File: src/rtl/hreg_pkg.sv
package hreg_pkg;

   // Output variant of the word: merged copies only, or input flow-through while capturing
   typedef enum logic {
      OUT_MERGED = 1'b0,
      OUT_FLOW   = 1'b1
   } out_mode_e;

   // C-element style merge: agreement passes, disagreement keeps the held value
   function automatic logic c_merge(input logic a, input logic b, input logic held);
      return (a == b) ? a : held;
   endfunction

endpackage

File: src/rtl/hreg_copy.sv
module hreg_copy #(
   parameter logic RV = 1'b0
) (
   input  logic clk,
   input  logic rst,
   input  logic en,
   input  logic d,
   input  logic flip,
   output logic q
);

   logic next_val;

   always_comb begin
      next_val = en ? d : q;
      next_val = next_val ^ flip;
   end

   always_ff @(posedge clk) begin
      if (rst) q <= RV;
      else     q <= next_val;
   end

endmodule

File: src/rtl/hreg_keeper.sv
module hreg_keeper #(
   parameter logic RV = 1'b0
) (
   input  logic clk,
   input  logic rst,
   input  logic a,
   input  logic b,
   output logic merged,
   output logic held
);

   assign merged = hreg_pkg::c_merge(a, b, held);

   always_ff @(posedge clk) begin
      if (rst) held <= RV;
      else     held <= merged;
   end

endmodule

File: src/rtl/hreg_cell.sv
module hreg_cell #(
   parameter logic RV = 1'b0
) (
   input  logic clk,
   input  logic rst,
   input  logic en,
   input  logic d,
   input  logic ups_a,
   input  logic ups_b,
   output logic merged,
   output logic mis,
   output logic cpy_a,
   output logic cpy_b,
   output logic held
);

   hreg_copy #(.RV(RV)) u_copy_a (
      .clk(clk), .rst(rst), .en(en), .d(d), .flip(ups_a), .q(cpy_a)
   );

   hreg_copy #(.RV(RV)) u_copy_b (
      .clk(clk), .rst(rst), .en(en), .d(d), .flip(ups_b), .q(cpy_b)
   );

   hreg_keeper #(.RV(RV)) u_keep (
      .clk(clk), .rst(rst), .a(cpy_a), .b(cpy_b), .merged(merged), .held(held)
   );

   assign mis = cpy_a ^ cpy_b;

endmodule

File: src/rtl/hreg_word.sv
module hreg_word #(
   parameter int                  WIDTH    = 8,
   parameter logic [WIDTH-1:0]    RST_VAL  = '0,
   parameter hreg_pkg::out_mode_e OUT_MODE = hreg_pkg::OUT_FLOW
) (
   input  logic             clk,
   input  logic             rst,
   input  logic             en,
   input  logic [WIDTH-1:0] d,
   input  logic [WIDTH-1:0] upset_a,
   input  logic [WIDTH-1:0] upset_b,
   output logic [WIDTH-1:0] q,
   output logic [WIDTH-1:0] mismatch
);

   localparam int LAST = WIDTH - 1;

   if (WIDTH < 1) begin : g_bad_width
      $error("hreg_word: WIDTH must be at least 1");
   end

   logic [LAST:0] merged;
   logic [LAST:0] cpy_a;
   logic [LAST:0] cpy_b;
   logic [LAST:0] hold;

   for (genvar i = 0; i < WIDTH; i++) begin : g_bit
      hreg_cell #(.RV(RST_VAL[i])) u_cell (
         .clk   (clk),
         .rst   (rst),
         .en    (en),
         .d     (d[i]),
         .ups_a (upset_a[i]),
         .ups_b (upset_b[i]),
         .merged(merged[i]),
         .mis   (mismatch[i]),
         .cpy_a (cpy_a[i]),
         .cpy_b (cpy_b[i]),
         .held  (hold[i])
      );
   end

   if (OUT_MODE == hreg_pkg::OUT_FLOW) begin : g_flow
      assign q = (en && !rst) ? d : merged;
   end else begin : g_merged
      assign q = merged;
   end

endmodule

File: config.mk
export PLATFORM = sky130hd
export DESIGN_NAME = hreg_word
export DESIGN_NICKNAME = d
export VERILOG_FILES = /design/src/rtl/hreg_pkg.sv /design/src/rtl/hreg_copy.sv /design/src/rtl/hreg_keeper.sv /design/src/rtl/hreg_cell.sv /design/src/rtl/hreg_word.sv
export SDC_FILE = /design/constraint.sdc
export NUM_CORES = 1
export LEC_CHECK = 0
export BUFFER_PORTS_ARGS = -buffer_cell sky130_fd_sc_hd__buf_2
export CAP_MARGIN = 5
export CELL_PAD_IN_SITES_DETAIL_PLACEMENT = 2
export CELL_PAD_IN_SITES_GLOBAL_PLACEMENT = 2
export CORE_UTILIZATION = 25
export CTS_BUF_LIST = sky130_fd_sc_hd__clkbuf_8
export CTS_CLUSTER_DIAMETER = 60
export DETAILED_ROUTE_END_ITERATION = 16
export GPL_ROUTABILITY_DRIVEN = 1
export HOLD_SLACK_MARGIN = 0.02
export PLACE_DENSITY_LB_ADDON = 0.1
export SYNTH_ARGS = -nofsm -noshare
export SYNTH_HDL_FRONTEND = slang
export SYNTH_HIERARCHICAL = 1
export SYNTH_SLANG_ARGS = --single-unit
export TNS_END_PERCENT = 5
File: constraint.sdc
create_clock -name clk -period 2.5 [get_ports clk]
set_input_delay 0 -clock clk [delete_from_list [all_inputs] [get_ports clk]]
set_output_delay 0 -clock clk [all_outputs]
set_load 0.02 [all_outputs]
Yosys cells after proc, flatten, opt, wreduce, memory -nomap -nowiden
Cells that the tools add are included.
- flip-flop bits (word level): 24
- output and inout port bits: 16
- eq/ne operators: 8
- mux-type cells: 25
- bitwise operators: 24
- reduce and logical (&&, ||, !) cells: 2
- operators with widths (cell ; count):
    2-to-1 mux 1 bit ; 24
    XOR 1 bit ; 24
    equality test 1 bit ; 8
    2-to-1 mux 8 bit ; 1
    logical AND 1 bit ; 1
    logical NOT 1 bit ; 1

Logic depth before layout (Yosys ltp)
Gate-level depths: netlist of run 1.
- word-level depth: 3
- gate-level depth with buffers: 3
- gate-level depth less buffers: 2

Cells and area by module
Netlist of run 1, hierarchy kept.
- by module, submodules not included (module ; times used ; cells an instance ; area each (um2) ; sequential area each (um2)):
    hreg_copy ; 16 ; 5 ; 51.3 ; 20.0
    hreg_keeper ; 8 ; 3 ; 45.0 ; 20.0
    hreg_word ; 1 ; 10 ; 145.1 ; 0.0
    hreg_cell ; 8 ; 1 ; 8.8 ; 0.0

Worst setup path before layout of run 1
Ideal clock, no wire load.
- kind: register to output
- from: register g_bit[0].u_cell.u_copy_b.q
- to: output q[0]
- data arrival time: 909 ps
- required time: 2500 ps
- slack: 1591 ps
- stages on the path, launching flop included: 3
- cells stage by stage: dfxtp_1 -> maj3_2 -> mux2_4
- longest elaborated chain between the ends: 3
- RTL lines (what ; line ; RTL):
    start: declaration ; hreg_copy.sv:9 ; output logic q
    start signal: assignment ; hreg_copy.sv:21 ; else q <= next_val;
    equality test 1 bit ; hreg_pkg.sv:11 ; return (a == b) ? a : held;
    2-to-1 mux 1 bit ; hreg_pkg.sv:11 ;
    net merged[0] ; hreg_word.sv:22 ; logic [LAST:0] merged;
    2-to-1 mux 8 bit ; hreg_word.sv:44 ; assign q = (en && !rst) ? d : merged;
    end: declaration ; hreg_word.sv:12 ; output logic [WIDTH-1:0] q,
The timed path passes the listed nets, and every way through them passes these cells.

Worst setup path in the final report of run 1
- from: register g_bit[3].u_cell.u_copy_b.q
- to: output q[3]
- longest elaborated chain between the ends: 3
- RTL lines (what ; line):
    start: declaration ; hreg_copy.sv:9
    start signal: assignment ; hreg_copy.sv:21
    equality test 1 bit ; hreg_pkg.sv:11
    2-to-1 mux 1 bit ; hreg_pkg.sv:11
    net merged[3] ; hreg_word.sv:22
    2-to-1 mux 8 bit ; hreg_word.sv:44
The timed path passes the listed nets, and every way through them passes these cells.

==> impl_metrics.ini, run 1 <==
[clock_tree]
cts_tree = done
clk-insertion-delay-late_ps = 260
post_cts_resized = 0
cts_made_buffers = 3
post_cts_buffers = 0
clkSlewWorstSetupHoldPaths_ps = 90
cts-root-buf = clkbuf_8
htreeDepth = 1
clock_sinks = 24
hold_buffers = 0
cts_buffer_depth = 2

[timing]
max_freq_mhz = 741.2
fin_crit_ps = 1349
tightest_slew_ps = 568.2
rsz0062_at_grt = no
slew_viol_final = 0
slew_headroom_pct = 62.12
clock_skew_ps = 0.9905
whs_ps = 67.95
setup_slack_ps = 1151
hold_viol = 0
setup_viol = 0
layout_worst_path_cycle_share_pct = 53.96
fin_setup_tns_ps = 0

[status]
status = complete, no violations

[grt]
grt_overflow = 0
grtUsageMet1_pct = 12.86
grt.busiest_layer = met2
grtUsageTotal_pct = 11.80
grt_pass1_wl_mm = 5.437
antenna_found_initial = 0
grt_util_met3_pct = 1.786
grt_pass1_vias = 1165
grt_max_degree = 23
met2_usage_pct = 22.77

[detailed_routing]
drc_errors = 0
vias = 1028
viasPerCell = 4.319
firstDrtPassIters = 3
detail-route-antenna-nets = 0
routed_wirelength_mm = 3.222
drtIter0Drc = 20
wire_per_inst_um = 13.54

[floorplanning]
die_h_um = 76.74
dieArea_mm2 = 0.005888
ios = 43
rows = 26
start_util_pct = 26.66
die_w_um = 76.74
core_mm2 = 0.005238

[placed_design]
gp_congestion = 0.7097
post-dp-hpwl_mm = 2.526
io_buffers = 42
pre_cts_slack_ps = 1168
dp.cells = 234

[worst_hold_path]
hp-class = in2reg

[layout]
fin_nets = 196
seqCellArea_um2 = 480.5
drive_above_1_share_pct = 52.38
final_cell_mix = 42 x buf_2, 24 x dfxtp_1
area_growth_pct = 25.00
stdcell_count = 238
multiInputGateArea_um2 = 904.6
final_common_cell = buf_2
fillers = 581
diodes = 0

[logic_synthesis]
synth_area_leaders = dfxtp_1 34%, mux2_2 13%, mux2i_1 11%, mux2_4 8.6%, nor2b_4 7.9%
synthCells = 122
synth.cell_area_mm2 = 0.001396
yosysTopAreaCell = dfxtp_1
yosysSeqAreaShare_pct = 34.41
avgSynthCellArea_um2 = 11.45
synth_cell_types = 11
ys_warn_count = 6
syn_nets = 149
synth_seq_cells = 24
yosysTopAreaCellShare_pct = 34.41

[power]
ir_drop_uv = 184.4
p_leak_uw = 0.0008351
powerDensity_mw_per_mm2 = 544.0
total_power_uw = 949.5

[worst_setup_path]
crit_arrival_ps = 1350
cp_max_fo = 3
worstPathRequired_ps = 2500
critPathKind = reg2out
cp-end-kind = output port
start_kind = flop

[flow_run]
cap_violations = 0
==> kinds of logic after synthesis <==
kind of cell | synth area share [%]
buffers and inverters | 0.8064
flip-flops | 34.41
multiplexers | 32.97
XOR/XNOR | 5.018
AND/OR/NAND/NOR | 20.34
adder cells (fa/ha/maj) | 6.452
==> power by group <==
part	switching, uW	leakage, uW	internal [uW]
Clock	125	0.0000288	141
Sequential	24.5	0.000198	410
Combinational	126	0.000608	124
Total	275	0.000835	675
==> cells in the mapped netlist <==
cell,number
nor2b_1,16
mux2i_1,16
dfxtp_1,24
nand2b_4,1
xor2_1,8
buf_6,1
maj3_2,8
nor2_1,16
mux2_4,8
nor2b_4,8
mux2_2,16
==> per-stage QoR <==
stage                     area (um2)  utilization (%)
after global routing            1745            33.33
final                           1745            33.33
after global placement          1690            32.27
after CTS                       1745            33.33
after detailed placement        1690            32.27
after floorplan                 1396                -
==> state kept, by name, indices dropped and copies added, names as in the netlist <==
| name | cells |
|---|---|
| g_bit.u_cell/u_keep/held | 8 |
| g_bit.u_cell/u_copy_a/q | 8 |
| g_bit.u_cell/u_copy_b/q | 8 |
==> area by class of cell <==
| cell class | instances | area share, % |
|---|---|---|
| Sequential cell | 24 | 27.53 |
| Timing Repair Buffer | 43 | 12.47 |
| Clock buffer | 4 | 3.154 |
| Tap cell | 70 | 5.018 |
| Multi-Input combinational cell | 97 | 51.83 |
==> layer usage <==
layer	wire length, um	vias to the layer above	share of wire [%]
met1	1272	496	39
met5	0	-	0
met4	24	0	0.74
li1	-	510	-
met2	1824	20	57
met3	100	2	3.1
==> worst max-delay path: stages, from the launching register on <==
cell     delay [ps]
dfxtp_1         340
maj3_2          320
mux2_4          260
buf_2           160
==> final timing paths <==
kind,start,endpoint,slack [ps],cells past startpoint
max reg2reg,g_bit[2].u_cell/u_copy_a/q$_SDFF_PP0_,g_bit[2].u_cell/u_copy_a/q$_SDFF_PP0_,1540,2
max,g_bit[3].u_cell/u_copy_b/q$_SDFF_PP0_,q[3],1150,3
min reg2reg,g_bit[6].u_cell/u_keep/held$_SDFF_PP0_,g_bit[6].u_cell/u_keep/held$_SDFF_PP0_,660,2
min,upset_b[0],g_bit[0].u_cell/u_copy_b/q$_SDFF_PP0_,70,3
Note: power is estimated with default switching activity, not from simulation.
==> run 2: changes to the inputs <==
- clock period: 2.5 -> 1.2 ns (I/O delays scaled with it)
==> impl_metrics.ini, run 2 (synthesis gave the netlist of run 1 again) <==
[floorplanning]
ios = 43
start_util_pct = 26.66
dieArea_mm2 = 0.005888
die_h_um = 76.74
core_mm2 = 0.005238
rows = 26
die_w_um = 76.74

[layout]
area_growth_pct = 41.22
utilization_pct = 37.65
final_cell_mix = 34 x buf_2, 17 x buf_4
drive_above_1_share_pct = 65.41
diodes = 0
reg.largest.list = g_bit.u_cell/u_copy_a/q (8), g_bit.u_cell/u_copy_b/q (8), g_bit.u_cell/u_keep/held (8)
fillers = 574
fin_nets = 213
final_common_cell = buf_2
finish.instance_area_mm2 = 0.001972

[clock_tree]
htreeDepth = 1
cts_tree = done
cts_made_buffers = 3
clk-insertion-delay-late_ps = 270
cts_buffer_depth = 2
clock_sinks = 24
hold_buffers = 0
clkSlewWorstSetupHoldPaths_ps = 100
cts-root-buf = clkbuf_8

[timing]
fin_crit_ps = 1330
slew_viol_final = 0
slew_headroom_pct = 84.50
clock_skew_ps = 11.20
layout_worst_path_cycle_share_pct = 110.9
hold_viol = 0
fin_setup_tns_ps = -909.3
rsz0062_at_grt = yes
setup_slack_ps = -130.3
setup_viol = 8
max_freq_mhz = 751.7
tightest_slew_ps = 232.5

[worst_hold_path]
hold_depth = 3
hold_end = g_bit[1].u_cell/u_copy_a/q$_SDFF_PP0_
hp-class = in2reg
min_from = upset_a[1]

[power]
comb_power_share_pct = 28.1
p_int_uw = 1653
p_sw_uw = 612.5
total_power_uw = 2266
p_leak_uw = 0.0009468
seq_power_share_pct = 39.8
ir_drop_uv = 386.6
clock_power_share_pct = 32.1
powerDensity_mw_per_mm2 = 1149
sw_frac_of_total_pct = 27.03

[grt]
grt_max_degree = 18
antenna_found_initial = 0
grtUsageTotal_pct = 12.68
grt_overflow = 0
grt_pass1_vias = 1269
grt_pass1_wl_mm = 5.878

[detailed_routing]
viasPerCell = 4.408
vias = 1124
drc_errors = 0
wire_per_inst_um = 13.52
drtIter0Drc = 16
firstDrtPassIters = 2
routed_wirelength_mm = 3.447
detail-route-antenna-nets = 0

[worst_setup_path]
rr_endpoint = g_bit[2].u_cell/u_copy_b/q$_SDFF_PP0_
cp_max_fo = 2
r2r_cells = 3
crit_arrival_ps = 1330
cp-end-kind = output port
reg2reg_from = g_bit[2].u_cell/u_copy_b/q$_SDFF_PP0_
critPathKind = reg2out
reg2reg_slack_ps = 130
worstPathRequired_ps = 1200
start_kind = flop

[flow_run]
cap_violations = 0

[status]
violations = setup timing
status = finished, violations left

[placed_design]
post_dp_cell_area_mm2 = 0.001725
gp_congestion = 0.6334
post-dp-hpwl_mm = 2.502
io_buffers = 42
==> run 2: cell type report <==
type / instances / area [um2] / share of cell area [%]
well taps: 70 / 87.58 / 4.442
clock inverters: 1 / 30.03 / 1.523
clock buffers: 3 / 41.29 / 2.094
multi-input cells: 97 / 904.6 / 45.88
repair buffers: 60 / 407.9 / 20.69
flip-flops and latches: 24 / 500.5 / 25.38
==> run 2: repair_timing <==
action,in CTS,in global routing
pin swaps,4,3
setup endpoints to repair,8,8
setup buffers,14,0
gates resized for setup,30,2
cloned,0,0
==> run 2: power by group through the flow <==
stage,clock [uW],combinational [uW],sequential [uW]
after floorplan,0,337,913
final,727,638,901
after global placement,0,524,921
after detailed placement,0,539,927
after global routing,796,689,908
after CTS,762,647,900
==> run 2: worst max-delay path by stage <==
stage	cells past startpoint	slack [ps]	startpoint	to
2_1_floorplan	2	290	g_bit[0].u_cell/u_copy_b/q$_SDFF_PP0_	q[0]
3_3_place_gp	3	150	g_bit[1].u_cell/u_copy_b/q$_SDFF_PP0_	q[1]
3_5_place_dp	3	130	g_bit[4].u_cell/u_copy_b/q$_SDFF_PP0_	q[4]
5_1_grt	3	-180	g_bit[2].u_cell/u_copy_b/q$_SDFF_PP0_	q[2]
6_report	3	-130	g_bit[2].u_cell/u_copy_b/q$_SDFF_PP0_	q[2]
4_1_cts	3	-140	g_bit[2].u_cell/u_copy_b/q$_SDFF_PP0_	q[2]
==> run 2: layer usage <==
metal	wire (um)	GRT usage, %	vias up
li1	-	-	539
met1	1379	13.44	557
met2	1928	24.82	23
met3	91	1.905	5
met4	48	4.615	0
met5	0	0	-
==> run 2: stage by stage <==
step                      worst slack [ps]  hold slack, ps  std cells
after floorplan                      290.5           64.28        122
after global routing                -179.5           52.03        255
after global placement               152.3           333.2        237
after CTS                           -139.5           50.50        255
final                               -130.3           53.86        255
after detailed placement             128.2           346.0        237
==> run 2: critical path, stage by stage, from the launching register on <==
cell	delay, ps
dfxtp_2	340
maj3_2	310
mux2_4	270
buf_6	130
==> run 3: changes to the inputs <==
- CORE_ASPECT_RATIO: not set -> 0.75
==> impl_metrics.ini, run 3 (synthesis gave the netlist of run 1 again) <==
[status]
status = finished, violations left
violations = setup timing

[grt]
grt_pass1_wl_mm = 5.720
grtUsageTotal_pct = 13.31
grt_util_met3_pct = 3.965
grt.busiest_layer = met2
grt_pass1_vias = 1239
antenna_found_initial = 0
grt_overflow = 0
met2_usage_pct = 25.87
grtUsageMet1_pct = 13.53
grt_max_degree = 41

[layout]
reg.largest.list = g_bit.u_cell/u_copy_a/q (8), g_bit.u_cell/u_copy_b/q (8), g_bit.u_cell/u_keep/held (8)
final_cell_mix = 33 x buf_2, 19 x buf_4, 17 x dfxtp_2
diodes = 0
final_common_cell = buf_2
fillers = 599
area_growth_pct = 42.29
drive_above_1_share_pct = 66.67
stdcell_count = 261
fin_nets = 215

[worst_setup_path]
crit_slowest_cell = dfxtp_2
path_cells = maj3_2 > mux2_4 > buf_6
r2r_cells = 4
start_kind = flop
cp_slowest_stage_delay_ps = 330
cp-end-kind = output port
crit_arrival_ps = 1320
worstPathRequired_ps = 1200
reg2reg_slack_ps = 10
cp_max_fo = 2
critPathKind = reg2out

[timing]
setup_viol = 8
clock_skew_ps = 0.9885
fin_crit_ps = 1325
slew_viol_final = 0
tightest_slew_ps = 243.0
max_freq_mhz = 754.8
slew_headroom_pct = 83.80
hold_viol = 0
whs_ps = 62.08
setup_slack_ps = -124.9
layout_worst_path_cycle_share_pct = 110.4
rsz0062_at_grt = yes

[power]
sw_frac_of_total_pct = 29.78
ir_drop_uv = 361.1
seq_power_share_pct = 43.6
comb_power_share_pct = 32.3
powerDensity_mw_per_mm2 = 1040
p_int_uw = 1451
p_sw_uw = 615.5
clock_power_share_pct = 24.1
p_leak_uw = 0.0009495

[detailed_routing]
drtIter0Drc = 8
detail-route-antenna-nets = 0
viasPerCell = 4.218
routed_wirelength_mm = 3.546
vias = 1101
drc_errors = 0
firstDrtPassIters = 3
wire_per_inst_um = 13.59

[flow_run]
cap_violations = 0

[floorplanning]
start_util_pct = 26.09
ios = 43
die_w_um = 88.30
dieArea_mm2 = 0.005891
core_mm2 = 0.005353
die_h_um = 66.72
rows = 23

[clock_tree]
cts-root-buf = clkbuf_8
cts_tree = done
cts_made_buffers = 3
cts_buffer_depth = 2
htreeDepth = 1
clock_sinks = 24
clk-insertion-delay-late_ps = 270
clkSlewWorstSetupHoldPaths_ps = 90

[worst_hold_path]
hp-class = in2reg
hold_depth = 3

[placed_design]
pre_cts_slack_ps = 132.0
post-dp-hpwl_mm = 2.472
gp_congestion = 0.6715
io_buffers = 42
dp.cells = 240
-- run 3: through the flow --
step                cell area [um2]  setup TNS (ps)  power, uW  util [%]
global route                   1987           -1222       2181     37.12
detailed placement             1729               0       1470     32.30
global placement               1729               0       1447     32.30
finish                         1987          -872.8       2067     37.12
CTS                            1956           -1029       2089     36.54
floorplan                      1396               0       1250         -
-- run 3: power groups by stage --
stage	Sequential (uW)	Combinational, uW	Clock, uW
finish	900	668	498
global route	908	723	551
CTS	900	659	529
detailed placement	928	542	0
global placement	921	526	0
floorplan	913	337	0
-- run 3: critical path, delay by kind of cell (launching register included) --
family                     cells  cell delay (ps)
buffers and inverters          1              130
DFF                            1              330
adders and majority gates      1              310
muxes                          1              270
-- run 3: final cells by class --
class,instances,area (um2),share of cell area [%]
Multi-Input combinational cell,97,912.1,45.91
Sequential cell,24,501.7,25.25
Timing Repair Buffer,62,437.9,22.04
Tap cell,75,93.84,4.723
Clock buffer,3,41.29,2.078
-- run 3: what timing repair did --
| action | in CTS | in global routing |
|---|---|---|
| pin swaps | 3 | 3 |
| setup buffers | 16 | 2 |
| setup endpoints to repair | 8 | 8 |
| resized for setup | 31 | 4 |
| gates cloned | 0 | 0 |
| hold buffers | 0 | 0 |
-- run 3: final timing paths --
kind / startpoint / end
hold / removal: upset_b[3] / g_bit[3].u_cell/u_copy_b/q$_SDFF_PP0_
setup / recovery: g_bit[7].u_cell/u_copy_b/q$_SDFF_PP0_ / q[7]
hold reg to reg: g_bit[2].u_cell/u_copy_b/q$_SDFF_PP0_ / g_bit[2].u_cell/u_keep/held$_SDFF_PP0_
setup reg to reg: g_bit[7].u_cell/u_copy_a/q$_SDFF_PP0_ / g_bit[7].u_cell/u_copy_a/q$_SDFF_PP0_
-- run 3: routing by layer --
layer / part of all wire, % / vias up
li1: - / 542
met1: 41 / 531
met2: 54 / 23
met3: 4.4 / 5
met4: 1.2 / 0
met5: 0 / -
